`config.mk`:
```
export PLATFORM = sky130hd
export DESIGN_NAME = resz_coeff_calc
export DESIGN_NICKNAME = d
export VERILOG_FILES = /design/src/rtl/resz_pkg.sv /design/src/rtl/resz_restoring_div.sv /design/src/rtl/resz_extent.sv /design/src/rtl/resz_coeff_calc.sv
export SDC_FILE = /design/constraint.sdc
export NUM_CORES = 1
export LEC_CHECK = 0
export ABC_AREA = 1
export BUFFER_PORTS_ARGS = -buffer_cell sky130_fd_sc_hd__buf_4
export CORE_AREA = 2 2 230 232
export CTS_BUF_LIST = sky130_fd_sc_hd__clkbuf_4
export CTS_CLUSTER_SIZE = 10
export DETAILED_ROUTE_END_ITERATION = 8
export DIE_AREA = 0 0 232 234
export PLACE_DENSITY = 0.65
export SYNTH_ARGS = -nofsm -noshare
export SYNTH_HDL_FRONTEND = slang
export SYNTH_SLANG_ARGS = --single-unit
```
`constraint.sdc`:
```
create_clock -name clk -period 10.2 [get_ports clk]
set_input_delay 2.04 -clock clk [delete_from_list [all_inputs] [get_ports clk]]
set_output_delay 2.04 -clock clk [all_outputs]
set_load 0.01 [all_outputs]
```
`src/rtl/resz_pkg.sv`:
```
package resz_pkg;

    // Fractional bits of the coefficient (1/8192 units).
    localparam int RESZ_FRAC_W = 13;

    typedef enum logic [2:0] {
        ST_IDLE,
        ST_SETUP,
        ST_DIVIDE,
        ST_SCALE,
        ST_FINISH
    } calc_state_e;

endpackage

```
`src/rtl/resz_restoring_div.sv`:
```
// Restoring divider, one quotient bit per step.
module resz_restoring_div #(
    parameter int N_W = 26,
    parameter int D_W = 13
) (
    input  logic           clk,
    input  logic           rst_n,
    input  logic           load_i,
    input  logic           step_i,
    input  logic [N_W-1:0] num_i,
    input  logic [D_W-1:0] den_i,
    output logic [N_W-1:0] quo_o
);

    logic [D_W-1:0] rem_q;
    logic [N_W-1:0] quo_q;
    logic [D_W:0]   trial;
    logic [D_W:0]   trial_sub;
    logic           fits;

    always_comb begin
        trial     = {rem_q, quo_q[N_W-1]};
        trial_sub = trial - {1'b0, den_i};
        fits      = (trial >= {1'b0, den_i});
    end

    always_ff @(posedge clk) begin
        if (!rst_n) begin
            rem_q <= '0;
            quo_q <= '0;
        end else if (load_i) begin
            rem_q <= '0;
            quo_q <= num_i;
        end else if (step_i) begin
            rem_q <= fits ? trial_sub[D_W-1:0] : trial[D_W-1:0];
            quo_q <= {quo_q[N_W-2:0], fits};
        end
    end

    assign quo_o = quo_q;

endmodule

```
`src/rtl/resz_extent.sv`:
```
// Pads the output size and back-computes the input extent from the coefficient.
module resz_extent #(
    parameter int SIZE_W = 13,
    parameter int DSH_W  = 2,
    parameter int FRAC_W = 13,
    parameter int Q_W    = SIZE_W + FRAC_W,
    parameter int RES_W  = SIZE_W + 1,
    parameter int PROD_W = RES_W + Q_W,
    parameter int CEIL_W = PROD_W - FRAC_W + 1,
    parameter int EXT_W  = CEIL_W + (1 << DSH_W)
) (
    input  logic [Q_W-1:0]    coeff_i,
    input  logic [SIZE_W-1:0] out_size_i,
    input  logic [DSH_W-1:0]  dshift_i,
    input  logic              vert_i,
    input  logic              closest_i,
    output logic [RES_W-1:0]  resized_o,
    output logic [EXT_W-1:0]  in_ext_o
);

    localparam logic [PROD_W-1:0] FRAC_ONES = PROD_W'((1 << FRAC_W) - 1);

    logic [RES_W-1:0]  pad_sum;
    logic [RES_W-1:0]  padded;
    logic [RES_W-1:0]  last_px;
    logic [PROD_W-1:0] prod;
    logic [PROD_W-1:0] prod_adj;
    logic [PROD_W-1:0] prod_up;
    logic              nudge;
    logic [CEIL_W-1:0] ceil_v;
    logic [CEIL_W-1:0] span;
    logic [EXT_W-1:0]  shifted;
    logic [EXT_W-1:0]  ext_sum;

    always_comb begin
        pad_sum  = RES_W'(out_size_i) + (vert_i ? RES_W'(1) : RES_W'(7));
        padded   = vert_i ? {pad_sum[RES_W-1:1], 1'b0} : {pad_sum[RES_W-1:3], 3'b000};
        last_px  = padded - RES_W'(1);
        prod     = PROD_W'(last_px) * PROD_W'(coeff_i);
        nudge    = closest_i && (prod[FRAC_W-1:0] != '0);
        prod_adj = nudge ? prod + PROD_W'(coeff_i) : prod;
        prod_up  = prod_adj + FRAC_ONES;
        ceil_v   = CEIL_W'(prod_up >> FRAC_W);
        span     = ceil_v + CEIL_W'(1);
        shifted  = EXT_W'(span) << dshift_i;
        ext_sum  = shifted + (vert_i ? EXT_W'(1) : EXT_W'(7));
        in_ext_o = vert_i ? {ext_sum[EXT_W-1:1], 1'b0} : {ext_sum[EXT_W-1:3], 3'b000};
        resized_o = padded;
    end

endmodule

```
`src/rtl/resz_coeff_calc.sv`:
```
module resz_coeff_calc
    import resz_pkg::*;
#(
    parameter int SIZE_W = 13,
    parameter int DSH_W  = 2,
    localparam int FRAC_W = RESZ_FRAC_W,
    localparam int Q_W    = SIZE_W + FRAC_W,
    localparam int RES_W  = SIZE_W + 1,
    localparam int PROD_W = RES_W + Q_W,
    localparam int CEIL_W = PROD_W - FRAC_W + 1,
    localparam int EXT_W  = CEIL_W + (1 << DSH_W)
) (
    input  logic              clk,
    input  logic              rst_n,
    input  logic              start_i,
    input  logic [SIZE_W-1:0] in_size_i,
    input  logic [DSH_W-1:0]  dshift_i,
    input  logic [SIZE_W-1:0] out_size_i,
    input  logic              vert_i,
    input  logic              closest_i,
    output logic              done_o,
    output logic              err_o,
    output logic [Q_W-1:0]    coeff_o,
    output logic [RES_W-1:0]  resized_o,
    output logic [EXT_W-1:0]  in_ext_o
);

    localparam int CNT_W = $clog2(Q_W);
    localparam logic [CNT_W-1:0] LAST_BIT = CNT_W'(Q_W - 1);

    calc_state_e state_q, state_d;

    logic [SIZE_W-1:0] in_q;
    logic [SIZE_W-1:0] out_q;
    logic [DSH_W-1:0]  dsh_q;
    logic              vert_q;
    logic              close_q;
    logic              err_q;
    logic [CNT_W-1:0]  bit_q;

    logic [SIZE_W-1:0] decimated;
    logic [SIZE_W-1:0] den;
    logic [Q_W-1:0]    num_base;
    logic [Q_W-1:0]    dividend;
    logic              den_zero;
    logic [Q_W-1:0]    quotient;
    logic [Q_W-1:0]    coeff_eff;
    logic [RES_W-1:0]  resized_c;
    logic [EXT_W-1:0]  ext_c;

    // State register
    always_ff @(posedge clk) begin
        if (!rst_n) state_q <= ST_IDLE;
        else        state_q <= state_d;
    end

    // Transitions
    always_comb begin
        state_d = state_q;
        unique case (state_q)
            ST_IDLE:   if (start_i) state_d = ST_SETUP;
            ST_SETUP:  state_d = err_q ? ST_FINISH : ST_DIVIDE;
            ST_DIVIDE: if (bit_q == LAST_BIT) state_d = ST_SCALE;
            ST_SCALE:  state_d = ST_FINISH;
            ST_FINISH: state_d = ST_IDLE;
            default:   state_d = ST_IDLE;
        endcase
    end

    // Division operands
    always_comb begin
        decimated = in_q >> dsh_q;
        den       = out_q - SIZE_W'(1);
        den_zero  = (den == '0);
        num_base  = (decimated == '0) ? '0 : {decimated - SIZE_W'(1), {FRAC_W{1'b0}}};
        dividend  = num_base + (close_q ? Q_W'(den >> 1) : '0);
        coeff_eff = den_zero ? '0 : quotient;
    end

    resz_restoring_div #(
        .N_W (Q_W),
        .D_W (SIZE_W)
    ) u_div (
        .clk    (clk),
        .rst_n  (rst_n),
        .load_i (state_q == ST_SETUP),
        .step_i (state_q == ST_DIVIDE),
        .num_i  (dividend),
        .den_i  (den),
        .quo_o  (quotient)
    );

    resz_extent #(
        .SIZE_W (SIZE_W),
        .DSH_W  (DSH_W),
        .FRAC_W (FRAC_W)
    ) u_ext (
        .coeff_i    (coeff_eff),
        .out_size_i (out_q),
        .dshift_i   (dsh_q),
        .vert_i     (vert_q),
        .closest_i  (close_q),
        .resized_o  (resized_c),
        .in_ext_o   (ext_c)
    );

    // Operand capture, bit counter and result registers
    always_ff @(posedge clk) begin
        if (!rst_n) begin
            in_q      <= '0;
            out_q     <= '0;
            dsh_q     <= '0;
            vert_q    <= 1'b0;
            close_q   <= 1'b0;
            err_q     <= 1'b0;
            bit_q     <= '0;
            coeff_o   <= '0;
            resized_o <= '0;
            in_ext_o  <= '0;
        end else begin
            unique case (state_q)
                ST_IDLE: begin
                    if (start_i) begin
                        in_q    <= in_size_i;
                        out_q   <= out_size_i;
                        dsh_q   <= dshift_i;
                        vert_q  <= vert_i;
                        close_q <= closest_i;
                        err_q   <= (out_size_i == '0);
                    end
                end
                ST_SETUP: begin
                    bit_q <= '0;
                    if (err_q) begin
                        coeff_o   <= '0;
                        resized_o <= '0;
                        in_ext_o  <= '0;
                    end
                end
                ST_DIVIDE: bit_q <= bit_q + CNT_W'(1);
                ST_SCALE: begin
                    coeff_o   <= coeff_eff;
                    resized_o <= resized_c;
                    in_ext_o  <= ext_c;
                end
                ST_FINISH: ;
                default: ;
            endcase
        end
    end

    // Outputs
    always_comb begin
        done_o = (state_q == ST_FINISH);
        err_o  = (state_q == ST_FINISH) && err_q;
    end

endmodule

```
# After elaboration in Yosys (flattened, before gate mapping)
# Cells that the tools add are included.
# Widths: inputs -> output; s select.
[classes]
multipliers = 1
mux = 22
magnitude_cmp = 1
n_shift = 2
reduce_logical = 13
bitwise_logic = 1
add_sub_neg = 11
n_eq_ne = 8
div = 0
[op_table]
columns = ["cell", "count"]
rows = [
  ["$mux 26", 5],
  ["$pmux 32 s2", 1],
  ["$pmux 26 s2", 1],
  ["$add 40x13->40 const B", 1],
  ["$add 40x26->40", 1],
  ["$mul 14x26->40", 1],
  ["$mux 40", 1],
  ["$logic_not 13->1", 3],
  ["$add 32x3->32", 1],
  ["$mux 32", 1],
  ["$shl 28x2->32", 1],
  ["$add 27x1->28 const B", 1],
  ["$pmux 14 s2", 1],
  ["$add 26x12->26", 1],
  ["$sub 13x1->13 const B", 2],
  ["$mux 3", 7],
  ["$add 13x3->14", 1],
  ["$ge 14x13->1", 1],
  ["$mux 14", 1],
  ["$sub 14x1->14 const B", 1],
  ["$mux 13", 1],
  ["$reduce_bool 13->1", 1],
  ["$shr 13x2->13", 1],
  ["$sub 13x13->13", 1],
  ["other kinds (15)", 22],
]
[word_totals]
mem_bits_rw = 0
elab_cells = 72
in_bits = 33
mem_bits_ro = 0
mem_count = 0
reg_bits = 150
out_inout_bits = 74
latchBits = 0

# Logic depth before layout (Yosys ltp)
# Gate-level depths: netlist (run 1).
[logic_depth]
ltp_word = 14
depth_mapped = 78
ltp_nobuf = 78

# Hierarchy
# Synthesis (run 1) repeated with hierarchy kept, for this count alone.
[unflattened]
hier_cells = 4418
area_unflattened_um2 = 27443.8
[modules_own_cells]
columns = ["mod", "cells_each", "seq_area_each_um2", "area_per_inst_um2", "instances"]
rows = [
  ["resz_extent", 3182, 0.0, 19234.7, 1],
  ["resz_coeff_calc", 773, 2222.1, 5395.2, 1],
  ["resz_restoring_div", 463, 780.7, 2813.9, 1],
]

# Worst setup path before layout (run 1)
# OpenSTA, ideal clock, no wires.
[synth_path]
path_kind = "register to register"
startpoint = "register vert_q"
endpoint = "register in_ext_o[27]"
synth_period_minus_slack_ps = 10955
t_required_ps = 10068
path_stages_with_launch = 68
setup_slack_ps = -755
setup_time_ps = 132
arrival_ps = 10823
path_buffers = 1
path_cell_list = "dfxtp_1 inv_1 ha_1 nand2_1 nor2_1 a211oi_1 or2_2 nor2_1 inv_1 nor2_1 nor2_1 nor4_1 nand2_1 nor4_1 nand4_1 or2_2 nand2_1 inv_1 [... 32 more ...] nand2_1 nand2_1 inv_2 nand2_1 nor2_1 nand3_2 nor2_1 nand2_1 nand3_1 nand3_1 nand2_1 nand2_1 nor2_2 inv_2 nor2_2 nand3_1 nand3_1 a21oi_1"
[synth_via]
elab_chain_len = 13
elab_cells_between_ends = 15
cone_classes = "6 x add/sub; 1 x mul; 1 x shift; 5 x mux; 2 x reduce/logical"
[synth_lines]
columns = ["element", "line_no", "source"]
rows = [
  ["start: declaration", "resz_coeff_calc.sv:36", "logic vert_q;"],
  ["start signal: assignment", "resz_coeff_calc.sv:127", "vert_q <= vert_i;"],
  ["branches (longest 11 deep; another with $mul 14x26->40)", "-", ""],
  ["$add 32x3->32 (*)", "resz_extent.sv:46", "ext_sum = shifted + (vert_i ? EXT_W'(1) : EXT_W'(7));"],
  ["$pmux 32 s2 (*)", "resz_coeff_calc.sv:121", "unique case (state_q)"],
  ["end signal: assignment", "resz_coeff_calc.sv:144", "in_ext_o <= ext_c;"],
  ["end: declaration", "resz_coeff_calc.sv:25", "output logic [EXT_W-1:0] in_ext_o"],
]
# Mark *: on every way between the ends.
# A chain may end at the register's enable or synchronous reset.

# Worst setup path in the final report (run 1)
[layout_path]
startpoint = "register vert_q"
endpoint = "register in_ext_o[22]"
# The elaborated chain is that of the path after synthesis.

==> flow_summary.yaml, run 1 <==
outcome:
  outcome: "finished, violations left"
  violations: "setup timing"
yosys:
  yosysMostFrequentCell: "nand2_1"
  synth_seq_area_share: 0.116
  synth_area_leaders: "fa_1 (23%), nand2_1 (17%), dfxtp_1 (12%)"
  ys_async_sr_fraction: 0
  synth_edf_count: 0
  netlist_instances: 3958
  ys_seq_elements: 148
  synth_top_area_cell: "fa_1"
  yosys.cell_types.count: 59
  ys.flop_type: "dfxtp_1"
  synth_warnings: 0
  netlist_area_um2: 25600
  avgSynthCellArea_um2: 6.46
  synth_common_cells: "nand2_1 (1,130), inv_1 (668), nor2_1 (382), nand3_1 (298), fa_1 (288)"
  synth_top_area_share: 0.226
die:
  core_area_um2: 52000
  std_cell_rows: 84
  start_util: 0.491
  die_x_um: 232
  ios: 107
  fp.dieH_um: 234
  die-area_um2: 54300
sta:
  rsz0062_at_grt: "yes"
  fin_setup_tns_ns: -18.88
  slew_viol_final: 0
  clock_skew_ns: 0.0286
  worst_pin_slew_ns: 1.36
  fmax_mhz: 89.2
  finalWorstSetupSlack_ns: -1.02
  relSlewSlack: 0.0954
  hold_viol: 0
  timing.final.crit_share: 1.10
  min_period_ns: 11.22
  setup_viol: 26
critical_path:
  cpMostUsedCell: "nor2_4"
  r2r-end: "in_ext_o[22]"
  cp_top_family: "simple AND/OR/NAND/NOR gates"
  critPathCaptureType: "register"
  critPathLaunchType: "register"
  crit_fanout: 5
  cp-startpoint: "vert_q"
  r2r_setup_slack_ns: -1.02
  cp_slowest_cell: "fa_2"
  r2r-start: "vert_q"
  slowest_delay_ns: 0.61
  r2r_cells: 68
  arrival_ns: 11.76
  crit_required_ns: 10.74
  cp.buffers_inverters: 15
  worstSetupPathType: "reg -> reg"
placed_design:
  dp_hpwl_um: 73600
  gp_congestion: 1.01
  port_buffers: 104
  dpl_cell_area_um2: 32400
  post-place-cells: 5326
cts:
  cts_tree: "done"
  path_clk_slew_ns: 0.15
  cts.sinks: 148
  root_buffer: "clkbuf_4"
  max-clock-path-buffers: 2
  cts_buffers: 17
  cts.htree.levels: 4
  clk-insertion-delay-late_ns: 0.62
global_route:
  grt_remaining_overflow: 0
  grt_first_pass_wirelength_um: 144000
  grt_max_degree: 60
  grt_pass1_vias: 27800
  antenna_found_initial: 1
  track_usage: 0.337
layout:
  stdcell_area_um2: 36800
  finalNetCount: 5263
  drive_gt1_frac: 0.363
  fin_cells: 5492
  final_core_util: 0.707
  syn2layout_area_growth_pct: 43.9
  fillers: 4319
detailed_routing:
  dr.max_layer_used: "met4"
  drt-pass1-iter-count: 7
  vias: 29017
  met3WireLength_um: 6480
  route.detailed.drc: 0
  wl_per_cell_um: 17.2
  wl_met2_um: 43500
  dr.first_iter.drc_count: 2080
  ant_nets: 0
  avgViaCountPerCell: 5.28
  wirelength_met1_um: 39100
  wl_um: 94300
worst_hold_path:
  hold_depth: 2
  hold_start: "in_ext_o[31]"
  worstHoldEndpoint: "in_ext_o[31]"
  hold_path_class: "reg -> reg"
flow_run:
  cap_violations: 0
## metal layers
layer | vias to the layer above | GRT usage
li1 | 13965 | -
met5 | - | 0
met3 | 257 | 0.0430
met2 | 1072 | 0.564
met4 | 0 | 0.147
met1 | 13723 | 0.440
## cells in the final DEF, fill, tap and decap left out, types with 73 or more instances in the layout
cell type | synthesis | final
nand3_2 | 12 | 104
o21ai_0 | 144 | 120
nand2_1 | 1130 | 937
nand3_1 | 298 | 195
a21oi_1 | 229 | 197
dfxtp_1 | 148 | 146
inv_1 | 668 | 606
ha_1 | 153 | 113
nand2_2 | 43 | 183
buf_4 | 2 | 880
nor2_4 | 13 | 73
nor2_2 | 31 | 82
fa_1 | 288 | 270
nor2_1 | 382 | 271
## worst register-to-register path, delay by kind of cell (launching register included)
kind,cells,cell delay (ns)
buffers and inverters,15,1.31
adder cells (fa/ha/maj),9,3.81
AND/OR/NAND/NOR,35,4.28
XOR/XNOR,1,0.16
AO/OA/AOI/OAI,8,1.20
flip-flops,1,0.39
## timing repair
item | CTS | global route
hold buffers | 0 | 0
cloned | 2 | 0
resized for setup | 531 | 257
setup endpoints to repair | 30 | 30
pin swaps | 208 | 88
buffers inserted | 94 | 40
## registers in the layout, summed over array words and instances, names as in the netlist, 3 cells and up
register / count
u_div.quo_o: 26
resized_o: 13
coeff_o: 26
in_q: 13
state_q: 3
in_ext_o: 31
out_q: 13
bit_q: 5
u_div.rem_q: 13
## metrics by stage
step	worst slack (ns)	hold slack, ns
floorplan	0.000780	0.436
global placement	-1.21	0.431
detailed placement	-1.32	0.432
CTS	-0.515	0.455
global route	-1.52	0.480
finish	-1.02	0.453
## logic make-up after synthesis
logic type / synth area share
AOI/OAI and AO/OA: 0.0950
xor gates and xnor gates: 0.0256
adders and majority gates: 0.300
buffers and inverters: 0.121
DFF: 0.116
other: 0.000147
and+or+nand+nor: 0.342
## layout make-up
cell class,count,area (um2),area share
Multi-Input combinational cell,2995,22700,0.616
Sequential cell,148,2970,0.0807
Clock buffer,18,135,0.00367
Inverter,694,2640,0.0718
Tap cell,688,861,0.0234
Clock inverter,14,196,0.00534
Timing Repair Buffer,933,7320,0.199
Antenna cell,2,5.00,0.000136
## worst max-delay path by stage
stage	endpoint	slack (ns)	cells after the start
finish	in_ext_o[22]	-1.02	68
floorplan	in_ext_o[27]	0.0008	68
global route	in_ext_o[29]	-1.52	74
detailed placement	in_ext_o[22]	-1.32	62
global placement	in_ext_o[22]	-1.21	60
CTS	in_ext_o[29]	-0.51	69
Power of run 1 is left out: the tool's default activity adds up to more than one toggle a clock period on the data nets, which glitch-free logic cannot reach.
==> inputs of run 2 (changes only) <==
--- a/config.mk
+++ b/config.mk
@@ -7,12 +7,14 @@
 export LEC_CHECK = 0
 export ABC_AREA = 1
 export BUFFER_PORTS_ARGS = -buffer_cell sky130_fd_sc_hd__buf_4
-export CORE_AREA = 2 2 230 232
+export CORE_AREA = 2 2 238 240
 export CTS_BUF_LIST = sky130_fd_sc_hd__clkbuf_4
 export CTS_CLUSTER_SIZE = 10
 export DETAILED_ROUTE_END_ITERATION = 8
-export DIE_AREA = 0 0 232 234
+export DIE_AREA = 0 0 240 242
 export PLACE_DENSITY = 0.65
+export REMOVE_ABC_BUFFERS = 1
 export SYNTH_ARGS = -nofsm -noshare
 export SYNTH_HDL_FRONTEND = slang
+export SYNTH_HIERARCHICAL = 1
 export SYNTH_SLANG_ARGS = --single-unit
==> flow_summary.yaml, run 2 <==
critical_path:
  r2r_setup_slack_ns: -0.97
  crit_end: "in_ext_o[25]"
  arrival_ns: 11.72
  critPathLaunchType: "register"
  crit_fanout: 8
  cp-startpoint: "vert_q"
  r2r-start: "vert_q"
  slowest_delay_ns: 0.58
  crit_required_ns: 10.75
  critPathCaptureType: "register"
  r2r_cells: 68
  worstSetupPathType: "reg -> reg"
  cp_slowest_cell: "fa_2"
  r2r-end: "in_ext_o[25]"
placed_design:
  post-place-cells: 5797
  dp_hpwl_um: 74500
  port_buffers: 106
  dpl_cell_area_um2: 33600
  gp_congestion: 0.961
global_route:
  grt_pass1_vias: 29459
  grt_remaining_overflow: 0
  track_usage: 0.318
  grt_max_degree: 84
  grt_first_pass_wirelength_um: 148000
  antenna_found_initial: 2
sta:
  hold_ws_ns: 0.475
  slew_viol_final: 0
  fin_setup_tns_ns: -17.93
  worst_pin_slew_ns: 0.974
  setup_viol: 26
  timing.final.crit_share: 1.10
  hold_viol: 0
  min_period_ns: 11.17
  fmax_mhz: 89.5
  clock_skew_ns: 0.0312
  relSlewSlack: 0.351
  rsz0062_at_grt: "yes"
  finalWorstSetupSlack_ns: -0.970
layout:
  syn2layout_area_growth_pct: 38.2
  largest_reg_flops: 32
  stdcell_area_um2: 37900
  drive_gt1_frac: 0.326
  seq_area_um2: 3010
  fin_cells: 5963
  multiInputGateArea_um2: 23300
  final_common_cell: "nand2_1"
  final_cell_mix: "nand2_1 (1,239), buf_4 (832), inv_1 (794)"
  finalNetCount: 5667
  top_register: "in_ext_o"
  fillers: 4903
power_and_ir_drop:
  p_leak_nw: 19.6
  power_density_nw_per_um2: 181
  vdd_drop_max_v: 0.000175
  finalPower_mw: 6.87
yosys:
  synth_seq_area_share: 0.109
  yosys.cell_types.count: 56
  synth_edf_count: 0
  ys.flop_type: "dfxtp_1"
  ys_seq_elements: 150
  netlist_instances: 4418
  synth_top_area_cell: "fa_1"
  synth_top_area_share: 0.210
  avgSynthCellArea_um2: 6.21
  synth_area_leaders: "fa_1 (21%), nand2_1 (20%), inv_1 (12%)"
  ys_async_sr_fraction: 0
  synth_warnings: 6
  yosysMostFrequentCell: "nand2_1"
  synth_common_cells: "nand2_1 (1,446), inv_1 (859), nor2_1 (378), nand3_1 (314), fa_1 (288)"
  netlist_area_um2: 27400
cts:
  cts_buffers: 17
  cts.sinks: 150
  root_buffer: "clkbuf_4"
  cts.htree.levels: 4
  clk-insertion-delay-late_ns: 0.63
  path_clk_slew_ns: 0.15
  cts_tree: "done"
  max-clock-path-buffers: 2
detailed_routing:
  wl_um: 94200
  wl_per_cell_um: 15.8
  drt-pass1-iter-count: 6
  ant_nets: 0
  vias: 30340
  dr.first_iter.drc_count: 2079
  avgViaCountPerCell: 5.09
  route.detailed.drc: 0
outcome:
  outcome: "finished, violations left"
  violations: "setup timing"
worst_hold_path:
  hold_start: "coeff_o[16]"
  hold_path_class: "reg -> reg"
die:
  die_x_um: 240
  ios: 107
  core_area_um2: 55700
  start_util: 0.492
  std_cell_rows: 87
  fp.dieH_um: 242
  die-area_um2: 58100
flow_run:
  cap_violations: 0
==> run 2: layout make-up <==
class | count | area share
Multi-Input combinational cell | 3243 | 0.615
Sequential cell | 150 | 0.0794
Tap cell | 756 | 0.0249
Clock inverter | 15 | 0.00412
Inverter | 896 | 0.0899
Clock buffer | 17 | 0.00337
Antenna cell | 3 | 0.000198
Timing Repair Buffer | 883 | 0.184
==> run 2: cells by family (layout without fill, tap and decap cells) <==
family	count (synthesis)	after routing	share of synthesized area
simple gates	2418	2418	0.380
buf+inv	1027	1811	0.147
fa+ha+maj	443	443	0.281
compound gates	314	314	0.0615
flops	150	150	0.109
xor+xnor	62	62	0.0201
other cells	2	7	0.000274
mux	2	2	0.00132
==> run 2: power breakdown <==
group	internal, mW	total (mW)	switching, mW	leakage (nW)
Sequential	0.613	0.636	0.0225	1.22
Combinational	2.59	5.85	3.26	18.3
Clock	0.111	0.382	0.271	0.152
Total	3.31	6.87	3.56	19.6
==> run 2: layer usage <==
metal / wire length [um] / track usage
met1: 40000 / 0.419
met2: 44900 / 0.535
met3: 5530 / 0.0343
met4: 3750 / 0.120
met5: 0 / 0
==> run 2: how the worst min path moves through the flow <==
stage	to	slack (ns)	cells after the start
6_report	coeff_o[16]	0.48	2
5_1_grt	in_ext_o[15]	0.49	2
4_1_cts	coeff_o[6]	0.48	2
3_5_place_dp	resized_o[11]	0.45	2
3_3_place_gp	in_q[0]	0.44	2
2_1_floorplan	in_q[0]	0.43	2
==> run 2: worst max-delay path, delay by kind of cell, from the launching register on <==
family	cells	cell delay (ns)
XOR/XNOR	2	0.37
AND/OR/NAND/NOR	40	4.90
buffers and inverters	12	0.91
adder cells (fa/ha/maj)	9	3.94
flip-flops	1	0.39
AO/OA/AOI/OAI	5	0.58
==> run 2: repair_timing <==
action / in CTS / in global routing
buffers inserted: 74 / 55
endpoints found under the setup margin: 30 / 30
pin swaps: 233 / 152
gates cloned: 3 / 0
hold buffers: 0 / 0
gates resized for setup: 443 / 344
==> run 2: stage by stage <==
stage / util / setup slack (ns)
2_1_floorplan: - / -1.12
3_3_place_gp: 0.602 / -1.38
3_5_place_dp: 0.602 / -1.50
4_1_cts: 0.650 / -0.468
5_1_grt: 0.680 / -1.60
6_report: 0.680 / -0.970
No activity file was read; power rests on OpenSTA's default activity.
